### config.mk
export PLATFORM = sky130hd
export DESIGN_NAME = hws_sched
export DESIGN_NICKNAME = d
export VERILOG_FILES = /design/src/rtl/hws_pkg.sv /design/src/rtl/hws_ctrl.sv /design/src/rtl/hws_weigh.sv /design/src/rtl/hws_walk.sv /design/src/rtl/hws_datapath.sv /design/src/rtl/hws_sched.sv
export SDC_FILE = /design/constraint.sdc
export NUM_CORES = 1
export LEC_CHECK = 0
export ABC_AREA = 0
export BUFFER_PORTS_ARGS = -buffer_cell sky130_fd_sc_hd__buf_2
export CAP_MARGIN = 40
export CORE_MARGIN = 2
export CORE_UTILIZATION = 46
export DETAILED_ROUTE_END_ITERATION = 8
export PLACE_DENSITY = 0.7
export SLEW_MARGIN = 10
export SYNTH_ARGS = -nofsm -noshare
export SYNTH_HDL_FRONTEND = slang
export SYNTH_SLANG_ARGS = --single-unit
### constraint.sdc
create_clock -name clk -period 17 [get_ports clk]
set_input_delay 0.85 -clock clk [delete_from_list [all_inputs] [get_ports clk]]
set_output_delay 0.85 -clock clk [all_outputs]
set_load 0.03 [all_outputs]
### src/rtl/hws_pkg.sv
package hws_pkg;

  // Strobes from the control FSM to the datapath
  typedef struct packed {
    logic capture;  // latch both candidate weights
    logic commit;   // pick the winner and advance the walk
  } hwsCtl_t;

  typedef enum logic {
    ST_IDLE = 1'b0,
    ST_EVAL = 1'b1
  } hwsState_t;

endpackage

### src/rtl/hws_ctrl.sv
module hws_ctrl
  import hws_pkg::*;
(
  input  logic    clk,
  input  logic    rstN,
  input  logic    slotStrobe,
  output hwsCtl_t ctl
);

  hwsState_t state, stateNext;

  always_comb begin
    stateNext = state;
    unique case (state)
      ST_IDLE: if (slotStrobe) stateNext = ST_EVAL;
      ST_EVAL: stateNext = ST_IDLE;
      default: stateNext = ST_IDLE;
    endcase
  end

  always_ff @(posedge clk or negedge rstN) begin
    if (!rstN) state <= ST_IDLE;
    else       state <= stateNext;
  end

  // A strobe seen during the commit cycle is dropped
  assign ctl.capture = (state == ST_IDLE) && slotStrobe;
  assign ctl.commit  = (state == ST_EVAL);

endmodule

### src/rtl/hws_weigh.sv
module hws_weigh #(
  parameter int N  = 4,
  parameter int QW = 8,
  parameter int IW = (N > 1) ? $clog2(N) : 1,
  parameter int WW = QW + IW
) (
  input  logic [N*N*QW-1:0] qLen,
  input  logic [N*IW-1:0]   perm,
  output logic [WW-1:0]     weight
);

  logic [QW-1:0] qArr    [N][N];
  logic [IW-1:0] permArr [N];

  for (genvar gi = 0; gi < N; gi++) begin : gRow
    assign permArr[gi] = perm[gi*IW +: IW];
    for (genvar gj = 0; gj < N; gj++) begin : gCol
      assign qArr[gi][gj] = qLen[(gi*N + gj)*QW +: QW];
    end
  end

  function automatic logic [WW-1:0] satAdd(input logic [WW-1:0] a, input logic [WW-1:0] b);
    logic [WW:0] s;
    s = {1'b0, a} + {1'b0, b};
    return s[WW] ? {WW{1'b1}} : s[WW-1:0];
  endfunction

  always_comb begin
    logic [WW-1:0] acc;
    acc = '0;
    for (int i = 0; i < N; i++) begin
      acc = satAdd(acc, WW'(qArr[i][permArr[i]]));
    end
    weight = acc;
  end

endmodule

### src/rtl/hws_walk.sv
module hws_walk #(
  parameter int N  = 4,
  parameter int IW = (N > 1) ? $clog2(N) : 1
) (
  input  logic          clk,
  input  logic          rstN,
  input  logic          advance,
  output logic [N*IW-1:0] permFlat
);

  // Value at each position and its travel direction (1 = toward higher index)
  logic [IW-1:0] permR    [N];
  logic [IW-1:0] permNext [N];
  logic [N-1:0]  dirR, dirNext;

  logic [N-1:0]  rLess, lLess, mobile;
  logic [IW-1:0] sPerm [N];
  logic [N-1:0]  sDir;

  logic          found;
  logic          bestRight;
  logic [IW-1:0] bestPos;
  logic [IW-1:0] bestVal;
  logic [N-2:0]  swapSel;  // bit p: swap positions p and p+1

  // Mobility of each element: its neighbour in its direction is smaller
  for (genvar g = 0; g < N; g++) begin : gMob
    if (g < N-1) begin : gR
      assign rLess[g] = permR[g+1] < permR[g];
    end else begin : gRn
      assign rLess[g] = 1'b0;
    end
    if (g > 0) begin : gL
      assign lLess[g] = permR[g-1] < permR[g];
    end else begin : gLn
      assign lLess[g] = 1'b0;
    end
    assign mobile[g] = dirR[g] ? rLess[g] : lLess[g];
  end

  // Largest mobile element
  always_comb begin
    found     = 1'b0;
    bestRight = 1'b0;
    bestPos   = '0;
    bestVal   = '0;
    for (int p = 0; p < N; p++) begin
      if (mobile[p] && (!found || permR[p] > bestVal)) begin
        found     = 1'b1;
        bestPos   = IW'(p);
        bestVal   = permR[p];
        bestRight = dirR[p];
      end
    end
  end

  // With no mobile element the walk closes its cycle by swapping the first pair
  always_comb begin
    for (int p = 0; p < N-1; p++) begin
      if (found) begin
        swapSel[p] = (bestRight && bestPos == IW'(p)) ||
                     (!bestRight && bestPos == IW'(p+1));
      end else begin
        swapSel[p] = (p == 0);
      end
    end
  end

  for (genvar g = 0; g < N; g++) begin : gSwap
    logic [IW-1:0] lVal, rVal;
    logic          lDir, rDir, takeL, takeR;
    if (g > 0) begin : gL
      assign lVal  = permR[g-1];
      assign lDir  = dirR[g-1];
      assign takeL = swapSel[g-1];
    end else begin : gL0
      assign lVal  = permR[g];
      assign lDir  = dirR[g];
      assign takeL = 1'b0;
    end
    if (g < N-1) begin : gR
      assign rVal  = permR[g+1];
      assign rDir  = dirR[g+1];
      assign takeR = swapSel[g];
    end else begin : gR0
      assign rVal  = permR[g];
      assign rDir  = dirR[g];
      assign takeR = 1'b0;
    end
    assign sPerm[g] = takeL ? lVal : (takeR ? rVal : permR[g]);
    assign sDir[g]  = takeL ? lDir : (takeR ? rDir : dirR[g]);

    assign permNext[g] = sPerm[g];
    // Elements larger than the one moved reverse; a wrap restarts all facing low
    assign dirNext[g]  = found ? (sDir[g] ^ (sPerm[g] > bestVal)) : 1'b0;
    assign permFlat[g*IW +: IW] = permR[g];
  end

  always_ff @(posedge clk or negedge rstN) begin
    if (!rstN) begin
      for (int g = 0; g < N; g++) permR[g] <= IW'(g);
      dirR <= '0;
    end else if (advance) begin
      permR <= permNext;
      dirR  <= dirNext;
    end
  end

endmodule

### src/rtl/hws_datapath.sv
module hws_datapath
  import hws_pkg::*;
#(
  parameter int N  = 4,
  parameter int QW = 8,
  parameter int IW = (N > 1) ? $clog2(N) : 1,
  parameter int WW = QW + IW
) (
  input  logic            clk,
  input  logic            rstN,
  input  hwsCtl_t         ctl,
  input  logic [N*N*QW-1:0] qLen,
  output logic [N*IW-1:0] sched,
  output logic [N*IW-1:0] cand,
  output logic [WW-1:0]   schedWeight,
  output logic            schedValid
);

  localparam int NCAND = 2;  // index 0: stored schedule, index 1: walk candidate

  logic [N*IW-1:0] schedR;
  logic [N*IW-1:0] candFlat;
  logic [N*IW-1:0] evalPerm [NCAND];
  logic [WW-1:0]   evalW    [NCAND];
  logic [WW-1:0]   wLatch   [NCAND];
  logic [WW-1:0]   weightR;
  logic            validR;
  logic            candWins;

  hws_walk #(.N(N), .IW(IW)) u_walk (
    .clk      (clk),
    .rstN     (rstN),
    .advance  (ctl.commit),
    .permFlat (candFlat)
  );

  assign evalPerm[0] = schedR;
  assign evalPerm[1] = candFlat;

  for (genvar k = 0; k < NCAND; k++) begin : gEval
    hws_weigh #(.N(N), .QW(QW), .IW(IW), .WW(WW)) u_weigh (
      .qLen   (qLen),
      .perm   (evalPerm[k]),
      .weight (evalW[k])
    );
  end

  // Strictly heavier wins; ties keep the remembered schedule
  assign candWins = wLatch[1] > wLatch[0];

  always_ff @(posedge clk or negedge rstN) begin
    if (!rstN) begin
      for (int g = 0; g < N; g++) schedR[g*IW +: IW] <= IW'(g);
      for (int k = 0; k < NCAND; k++) wLatch[k] <= '0;
      weightR <= '0;
      validR  <= 1'b0;
    end else begin
      validR <= ctl.commit;
      if (ctl.capture) begin
        for (int k = 0; k < NCAND; k++) wLatch[k] <= evalW[k];
      end
      if (ctl.commit) begin
        if (candWins) begin
          schedR  <= candFlat;
          weightR <= wLatch[1];
        end else begin
          weightR <= wLatch[0];
        end
      end
    end
  end

  assign sched       = schedR;
  assign cand        = candFlat;
  assign schedWeight = weightR;
  assign schedValid  = validR;

endmodule

### src/rtl/hws_sched.sv
module hws_sched
  import hws_pkg::*;
#(
  parameter int N  = 4,
  parameter int QW = 8,
  localparam int IW = (N > 1) ? $clog2(N) : 1,
  localparam int WW = QW + IW
) (
  input  logic              clk,
  input  logic              rstN,
  input  logic              slotStrobe,
  input  logic [N*N*QW-1:0] qLen,
  output logic [N*IW-1:0]   sched,
  output logic [N*IW-1:0]   cand,
  output logic [WW-1:0]     schedWeight,
  output logic              schedValid
);

  hwsCtl_t ctl;

  hws_ctrl u_ctrl (
    .clk        (clk),
    .rstN       (rstN),
    .slotStrobe (slotStrobe),
    .ctl        (ctl)
  );

  hws_datapath #(.N(N), .QW(QW), .IW(IW), .WW(WW)) u_dp (
    .clk         (clk),
    .rstN        (rstN),
    .ctl         (ctl),
    .qLen        (qLen),
    .sched       (sched),
    .cand        (cand),
    .schedWeight (schedWeight),
    .schedValid  (schedValid)
  );

endmodule

==> impl_metrics.tcl, run 1 <==
set metrics [dict create \
    place_area_um2 7480 \
    fin_area_um2 7630 \
    rows 43 \
    cp.required_ns 17.21 \
    maxSlewHeadroom_pct 46.9 \
    max_freq_mhz 137 \
    dieArea_um2 15200 \
    yosysMostFrequentCell "ha_1" \
    rsz0062_at_grt "no" \
    clock_path_buffers 2 \
    syn_inst 634 \
    path_max_fanout 17 \
    syn_area_per_cell_um2 10.4 \
    drv_cap 0 \
    clk_pin_slew_ns 0.07 \
    seq_area_frac_synth_pct 20.0 \
    clk_latency_ns 0.30 \
    arrival_ns 7.53 \
    synthTopCellsByCount "78 x ha_1, 64 x mux4_2, 49 x a21oi_1" \
    skew_ns 0.00851 \
    slew_viol_final 0 \
    synth_edf_count 0 \
    final-seq-area_um2 1310 \
    drt_iter0_drc 376 \
    synthFlopType "dfrtp_1" \
    drt-total-wl_mm 18.8 \
    initial_utilization_pct 47.1 \
    syn2layout_area_growth_pct 16.2 \
    multi_input_area_um2 4970 \
    routed-via-count 5723 \
    synth_top_area_share_pct 22.0 \
    dp_hpwl_mm 15.4 \
    path_class "reg2reg" \
    finalSetupViolations 0 \
    max_stage_delay_ns 0.85 \
    tightest_slew_ns 0.797 \
    wl_per_cell_um 19.6 \
    dr.pass1.iters 5 \
    grt_pass1_vias 5691 \
    startpoint "u_dp.u_walk.gSwap[0].rVal[1]" \
    clock-sinks 52 \
    cts_tree "done" \
    place_congestion 0.884 \
    cts.repair.resized 0 \
    layout-drive-gt1-share_pct 34.0 \
    die_x_um 123 \
    grt.total_usage_pct 24.7 \
    worstHoldPathType "reg2reg" \
    crit_path_end_kind "register" \
    finalCriticalPeriod_ns 7.31 \
    async_flop_share_pct 100 \
    crit-reg2reg-launch "u_dp.u_walk.gSwap[0].rVal[1]" \
    nFillCells 1261 \
    synthTopCellsByArea "mux4_2 22%, dfrtp_1 17%, ha_1 15%" \
    outcome "complete, no violations" \
    hp-start "u_dp.schedWeight[2]" \
    post_cts_buffers 0 \
    io_pins 158 \
    worst_path_max_delay_cell "dfrtp_1" \
    grt_max_degree 53 \
    fin_ws_ns 9.69 \
    syn_area_um2 6570 \
    fp.coreArea_um2 13900 \
    syn-num-nets 849 \
    dp_slack_ns 9.75 \
    ctsHoldBuffers 0 \
    path_common_cell "ha_1" \
    root_buffer "clkbuf_16" \
    via_per_inst 5.99 \
    grt_overflow 0 \
    finalHoldViolations 0 \
    start_kind "register" \
    route.detailed.drc 0 \
    ys_types 61 \
    cts-buffers-inserted 5 \
    die_h_um 123 \
    portBuffers 157 \
    yosys.area.top_type "mux4_2" \
    cts_htree_levels 2 \
    grt_antenna_before_repair 0 \
    synth_warnings 0 \
    num-nets-final 988 \
    min_period_over_period_pct 43.0 \
    ant_nets 0 \
    fin_setup_tns_ns 0 \
    ys_ff_latch 52 \
    grt_pass1_wl_mm 28.9 \
]
-- path summary, 6_finish.rpt --
check	to	slack, ns	depth (start not counted)
setup / recovery	u_dp.u_walk.dirR[0]	9.69	28
hold / removal	u_dp.schedWeight[2]	0.52	2
setup reg to reg	u_dp.u_walk.dirR[0]	9.69	28
hold reg to reg	u_dp.schedWeight[2]	0.52	2
max in group asynchronous	u_dp.wLatch[19]	15.89	2
min in group asynchronous	u_ctrl.state	0.67	2
-- worst max-delay path, delay by kind of cell, from the launching register on --
kind / cells / cell delay [ns]
AO/OA/AOI/OAI: 10 / 2.46
AND/OR/NAND/NOR: 9 / 1.53
adder cells (fa/ha/maj): 5 / 1.52
flip-flops: 1 / 0.85
multiplexers: 2 / 0.49
buffers and inverters: 1 / 0.20
XOR/XNOR: 1 / 0.17
-- cells by family after synthesis --
logic type      count (synthesis)  share of synthesized area, %
simple gates                  119                          8.90
fa+ha+maj                      84                          16.7
flops                          52                          20.0
mux                            94                          26.8
xor+xnor                       40                          5.34
buf+inv                        70                          4.31
compound gates                175                          18.0
-- metal layers --
metal | vias up | track usage [%] | routed length [um] | share of wire [%]
li1 | 2704 | - | - | -
met1 | 2796 | 31.5 | 7930 | 42
met2 | 206 | 44.4 | 9490 | 51
met3 | 17 | 2.86 | 1020 | 5.4
met4 | 0 | 6.46 | 314 | 1.7
met5 | - | 0 | 0 | 0
-- through the flow --
stage	util [%]	hold WS, ns	cells
6_report	54.7	0.520	955
5_1_grt	54.7	0.545	954
4_1_cts	54.7	0.525	954
3_5_place_dp	53.7	0.508	946
3_3_place_gp	53.7	0.500	946
2_1_floorplan	-	0.349	634
-- placed cells by master (no fill, tap or decap), types with 6 or more instances in the layout --
master       n
nor2b_1     13
buf_2      157
dfstp_2      8
ha_1        78
mux4_2      64
o22ai_1      7
a21oi_1     49
o21a_1      16
o22a_1       9
nor2_1      43
nand2b_1     9
a31oi_1      8
fa_1         6
nand2_1     27
mux2_2      12
o21ai_0     21
inv_1       41
a21o_1      10
o21ai_1      6
mux2i_1     18
a2bb2oi_1   10
xnor2_1     32
xor2_1       8
dfrtp_1     44
-- final cells by class --
cell class                 count  area share, %
timing repair buffer         161           10.7
tap                          180           2.95
inverter                      41           2.02
clock inverter                 3          0.312
antenna                        1         0.0328
clock buffer                   5           1.64
sequential                    52           17.2
multi-input combinational    512           65.2
-- registers in the layout, indices dropped and copies added (netlist names) --
register and count:
u_dp.wLatch 20, u_dp.schedWeight 10, u_dp.schedValid 1, u_ctrl.state 1, u_dp.u_walk.gSwap.lVal 2, u_dp.sched 8, u_dp.u_walk.gSwap.rVal 6, u_dp.u_walk.dirR 4
Power of run 1 is left out: the tool's default activity adds up to more than one toggle a clock period on the data nets, which glitch-free logic cannot reach.
==> inputs of run 2 (changes only) <==
- clock period: 17 -> 7.3 ns (I/O delays scaled with it)
==> run 2 against run 1 <==
  * Routed wire length shrank 0.69%
  * Sequential share of layout area is 0.087 points lower
  * Count of clock-buffer cells in the layout stayed put
  * Hold slack lost 0.34 ns
  * Largest cell class unchanged
  * Highest routed layer unchanged
==> impl_metrics.tcl, run 2 (synthesis gave the netlist of run 1 again) <==
set metrics [dict create \
    outcome "complete, no violations" \
    diodes 0 \
    final_common_cell "buf_2" \
    worstHoldPathType "in2async" \
    largest_reg_flops 20 \
    crit_path_end_kind "register" \
    top_usage_layer "met2" \
    final_cell_mix "157 x buf_2, 78 x ha_1, 64 x mux4_2" \
    dp_slack_ns 0.812 \
    slew_viol_final 0 \
    root_buffer "clkbuf_16" \
    route.detailed.drc 0 \
    drt_iter0_drc 240 \
    rows 43 \
    finalCriticalPeriod_ns 6.62 \
    skew_ns 0.0122 \
    grt_pass1_wl_mm 29.4 \
    clk_latency_ns 0.30 \
    ctsHoldBuffers 0 \
    initial_utilization_pct 47.1 \
    cts_tree "done" \
    worst_path_max_delay_cell "a2111oi_1" \
    dieArea_um2 15200 \
    path_common_cell "ha_1" \
    finalSetupViolations 0 \
    grt_overflow 0 \
    cp.required_ns 7.53 \
    clock-sinks 52 \
    num-nets-final 993 \
    die_h_um 123 \
    met2_usage_pct 44.2 \
    rsz0062_at_grt "no" \
    max_stage_delay_ns 0.66 \
    arrival_ns 6.85 \
    path_max_fanout 9 \
    grt_antenna_before_repair 0 \
    cts-buffers-inserted 5 \
    grt_max_degree 53 \
    layout-drive-gt1-share_pct 34.4 \
    die_x_um 123 \
    ant_nets 0 \
    drt-total-wl_mm 18.6 \
    dr.pass1.iters 5 \
    grt.total_usage_pct 25.2 \
    syn2layout_area_growth_pct 16.8 \
    path_class "reg2reg" \
    cts_htree_levels 2 \
    grt_util_met1_pct 32.6 \
    fp.coreArea_um2 13900 \
    wl_per_cell_um 19.4 \
    drv_cap 0 \
    fin_setup_tns_ns 0 \
    finalHoldViolations 0 \
    cts.repair.resized 0 \
    tightest_slew_ns 0.717 \
    min_period_over_period_pct 90.6 \
    clk_pin_slew_ns 0.08 \
    grt_pass1_vias 5929 \
    post_cts_buffers 0 \
    routed-via-count 5747 \
    use_met3_pct 3.18 \
    via_per_inst 5.99 \
    dp_hpwl_mm 15.3 \
    place_congestion 0.839 \
    max_freq_mhz 151 \
    maxSlewHeadroom_pct 52.0 \
    start_kind "register" \
    fin_ws_ns 0.683 \
    io_pins 158 \
    regMostFlops "u_dp.wLatch" \
    clock_path_buffers 2 \
    portBuffers 157 \
]
-- run 2: final timing paths --
check,slack (ns),endpoint,start,depth (start not counted)
max in group asynchronous,6.64,u_dp.wLatch[4],rstN,2
min,0.18,u_dp.u_walk.dirR[2],rstN,2
max reg2reg,0.68,u_dp.u_walk.dirR[3],u_dp.u_walk.gSwap[0].rVal[1],28
min reg2reg,0.52,u_dp.schedWeight[7],u_dp.schedWeight[7],2
min in group clk,0.52,u_dp.schedWeight[7],u_dp.schedWeight[7],2
max,0.68,u_dp.u_walk.dirR[3],u_dp.u_walk.gSwap[0].rVal[1],28
-- run 2: per-layer routing --
metal  routed length, um  vias to the layer above  share of wire, %
met1                8070                     2765                43
met4                 337                        0               1.8
met2                9180                      238                49
met3                1030                       25               5.6
li1                    -                     2719                 -
met5                   0                        -                 0
-- run 2: layout make-up --
type / count / area, um2
clock buffers: 5 / 125
clock inverters: 3 / 27.5
fillers: 1246 / 6270
inverters: 41 / 154
multi-input cells: 512 / 4970
flip-flops and latches: 52 / 1310
well taps: 180 / 225
repair buffers: 166 / 853
-- run 2: through the flow --
| stage | util (%) | hold WS (ns) | instance area (um2) | cells |
|---|---|---|---|---|
| detailed placement | 53.9 | 0.507 | 7510 | 951 |
| finish | 55.0 | 0.177 | 7670 | 959 |
| global route | 55.0 | 0.244 | 7670 | 959 |
| CTS | 55.0 | 0.222 | 7670 | 959 |
| floorplan | - | 0.0694 | 6570 | 634 |
| global placement | 53.9 | 0.499 | 7510 | 951 |
-- run 2: critical path: cells and delay by family (launching register included) --
kind | cells | cell delay, ns
compound gates | 11 | 2.76
fa+ha+maj | 5 | 1.48
simple gates | 8 | 1.24
mux | 2 | 0.49
flops | 1 | 0.35
xor+xnor | 1 | 0.17
buf+inv | 1 | 0.07
Power of run 2 is left out for the same reason.
==> inputs of run 3 (changes only) <==
- PLACE_DENSITY: 0.7 -> 0.73
- clock period: 7.3 -> 6 ns (I/O delays scaled with it)
==> run 3 against run 2 <==
  * Sequential share of layout area down 0.48 points
  * Flip-flop and latch count unchanged
  * Clock skew decreased by 0.0041 ns
  * Critical endpoint unchanged
  * Largest cell class unchanged
  * Highest routed layer unchanged
==> impl_metrics.tcl, run 3 (synthesis gave the netlist of run 1 again) <==
set metrics [dict create \
    outcome "complete, no violations" \
    via_per_inst 5.89 \
    rows 43 \
    finalSetupViolations 0 \
    layout-drive-gt1-share_pct 37.6 \
    wl_met2_mm 8.88 \
    wl_per_cell_um 18.5 \
    dp_hpwl_mm 14.6 \
    crit_path_end_kind "register" \
    fin_ws_ns 0.236 \
    clk_latency_ns 0.30 \
    m1WireLength_mm 7.72 \
    dr.pass1.iters 6 \
    dieArea_um2 15200 \
    grt_overflow 0 \
    ant_nets 0 \
    arrival_ns 5.99 \
    largest_reg_flops 20 \
    cts_tree "done" \
    grt.total_usage_pct 24.3 \
    initial_utilization_pct 47.1 \
    startpoint "u_dp.u_walk.gSwap[0].rVal[1]" \
    path_class "reg2reg" \
    cp.required_ns 6.22 \
    place_congestion 0.902 \
    clock-sinks 52 \
    grt_pass1_wl_mm 28.9 \
    dr_wl_met3_mm 1.19 \
    ctsHoldBuffers 0 \
    drt-total-wl_mm 18.0 \
    finalHoldViolations 0 \
    finalCriticalPeriod_ns 5.76 \
    clk_pin_slew_ns 0.08 \
    final_common_cell "buf_2" \
    cts_htree_levels 2 \
    die_h_um 123 \
    drt_iter0_drc 390 \
    grt_max_degree 53 \
    grt_antenna_before_repair 1 \
    path_max_fanout 5 \
    root_buffer "clkbuf_16" \
    cts-buffers-inserted 5 \
    portBuffers 157 \
    regMostFlops "u_dp.wLatch" \
    slew_viol_final 0 \
    min_period_over_period_pct 96.1 \
    skew_ns 0.00806 \
    worstHoldPathType "in2async" \
    routed-via-count 5736 \
    start_kind "register" \
    max_stage_delay_ns 0.37 \
    route.detailed.drc 0 \
    routed.top_layer "met4" \
    drv_cap 0 \
    clock_path_buffers 2 \
    path_common_cell "ha_1" \
    worst_path_max_delay_cell "mux2_4" \
    fp.coreArea_um2 13900 \
    maxSlewHeadroom_pct 52.5 \
    tightest_slew_ns 0.708 \
    io_pins 158 \
    grt_pass1_vias 5719 \
    max_freq_mhz 173 \
    crit-reg2reg-launch "u_dp.u_walk.gSwap[0].rVal[1]" \
    final_cell_mix "157 x buf_2, 76 x ha_1, 64 x mux4_2" \
    syn2layout_area_growth_pct 20.4 \
    num-nets-final 1007 \
    nFillCells 1216 \
    dp_slack_ns 0.0774 \
    die_x_um 123 \
]
==> run 3: path summary, 6_finish.rpt <==
check / end / cells after the start / slack [ns]
max: u_dp.u_walk.dirR[3] / 28 / 0.24
min: u_dp.schedValid / 2 / 0.12
max reg2reg: u_dp.u_walk.dirR[3] / 28 / 0.24
min reg2reg: u_dp.schedWeight[9] / 2 / 0.52
max in group asynchronous: u_dp.u_walk.gSwap[0].rVal[1] / 2 / 5.39
min in group clk: u_dp.schedWeight[9] / 2 / 0.52
==> run 3: layout make-up <==
cell class / instances / area [um2] / share of cell area, %
multi-input combinational: 513 / 5110 / 64.6
sequential: 52 / 1310 / 16.6
timing repair buffer: 179 / 951 / 12.0
tap: 180 / 225 / 2.85
inverter: 41 / 154 / 1.95
clock buffer: 5 / 125 / 1.58
clock inverter: 3 / 25.0 / 0.317
antenna: 1 / 2.50 / 0.0317
==> run 3: per-stage QoR <==
| step | setup TNS (ns) | cells | area, um2 | utilization (%) | hold WS (ns) |
|---|---|---|---|---|---|
| global placement | 0 | 956 | 7590 | 54.4 | 0.467 |
| CTS | 0 | 964 | 7740 | 55.5 | 0.151 |
| detailed placement | 0 | 956 | 7590 | 54.4 | 0.471 |
| finish | 0 | 974 | 7900 | 56.7 | 0.125 |
| floorplan | -0.00100 | 634 | 6620 | - | 0.00441 |
| global route | -0.107 | 974 | 7900 | 56.7 | 0.173 |
==> run 3: critical path: cells and delay by family (launching register included) <==
family / cells / cell delay [ns]
adder cells (fa/ha/maj): 5 / 1.47
flip-flops: 1 / 0.36
buffers and inverters: 1 / 0.06
AO/OA/AOI/OAI: 11 / 1.75
XOR/XNOR: 1 / 0.14
multiplexers: 3 / 0.80
AND/OR/NAND/NOR: 7 / 1.09
==> run 3: metal layers <==
| layer | global-route usage (%) | up-vias |
|---|---|---|
| met2 | 42.2 | 209 |
| met4 | 5.18 | 0 |
| met5 | 0 | - |
| li1 | - | 2745 |
| met1 | 31.9 | 2766 |
| met3 | 4.11 | 16 |
==> run 3: timing repair <==
action / in CTS / in global routing
setup endpoints to repair: 0 / 4
buffers inserted: 0 / 8
gates resized for setup: 0 / 16
Power of run 3 is left out for the same reason.
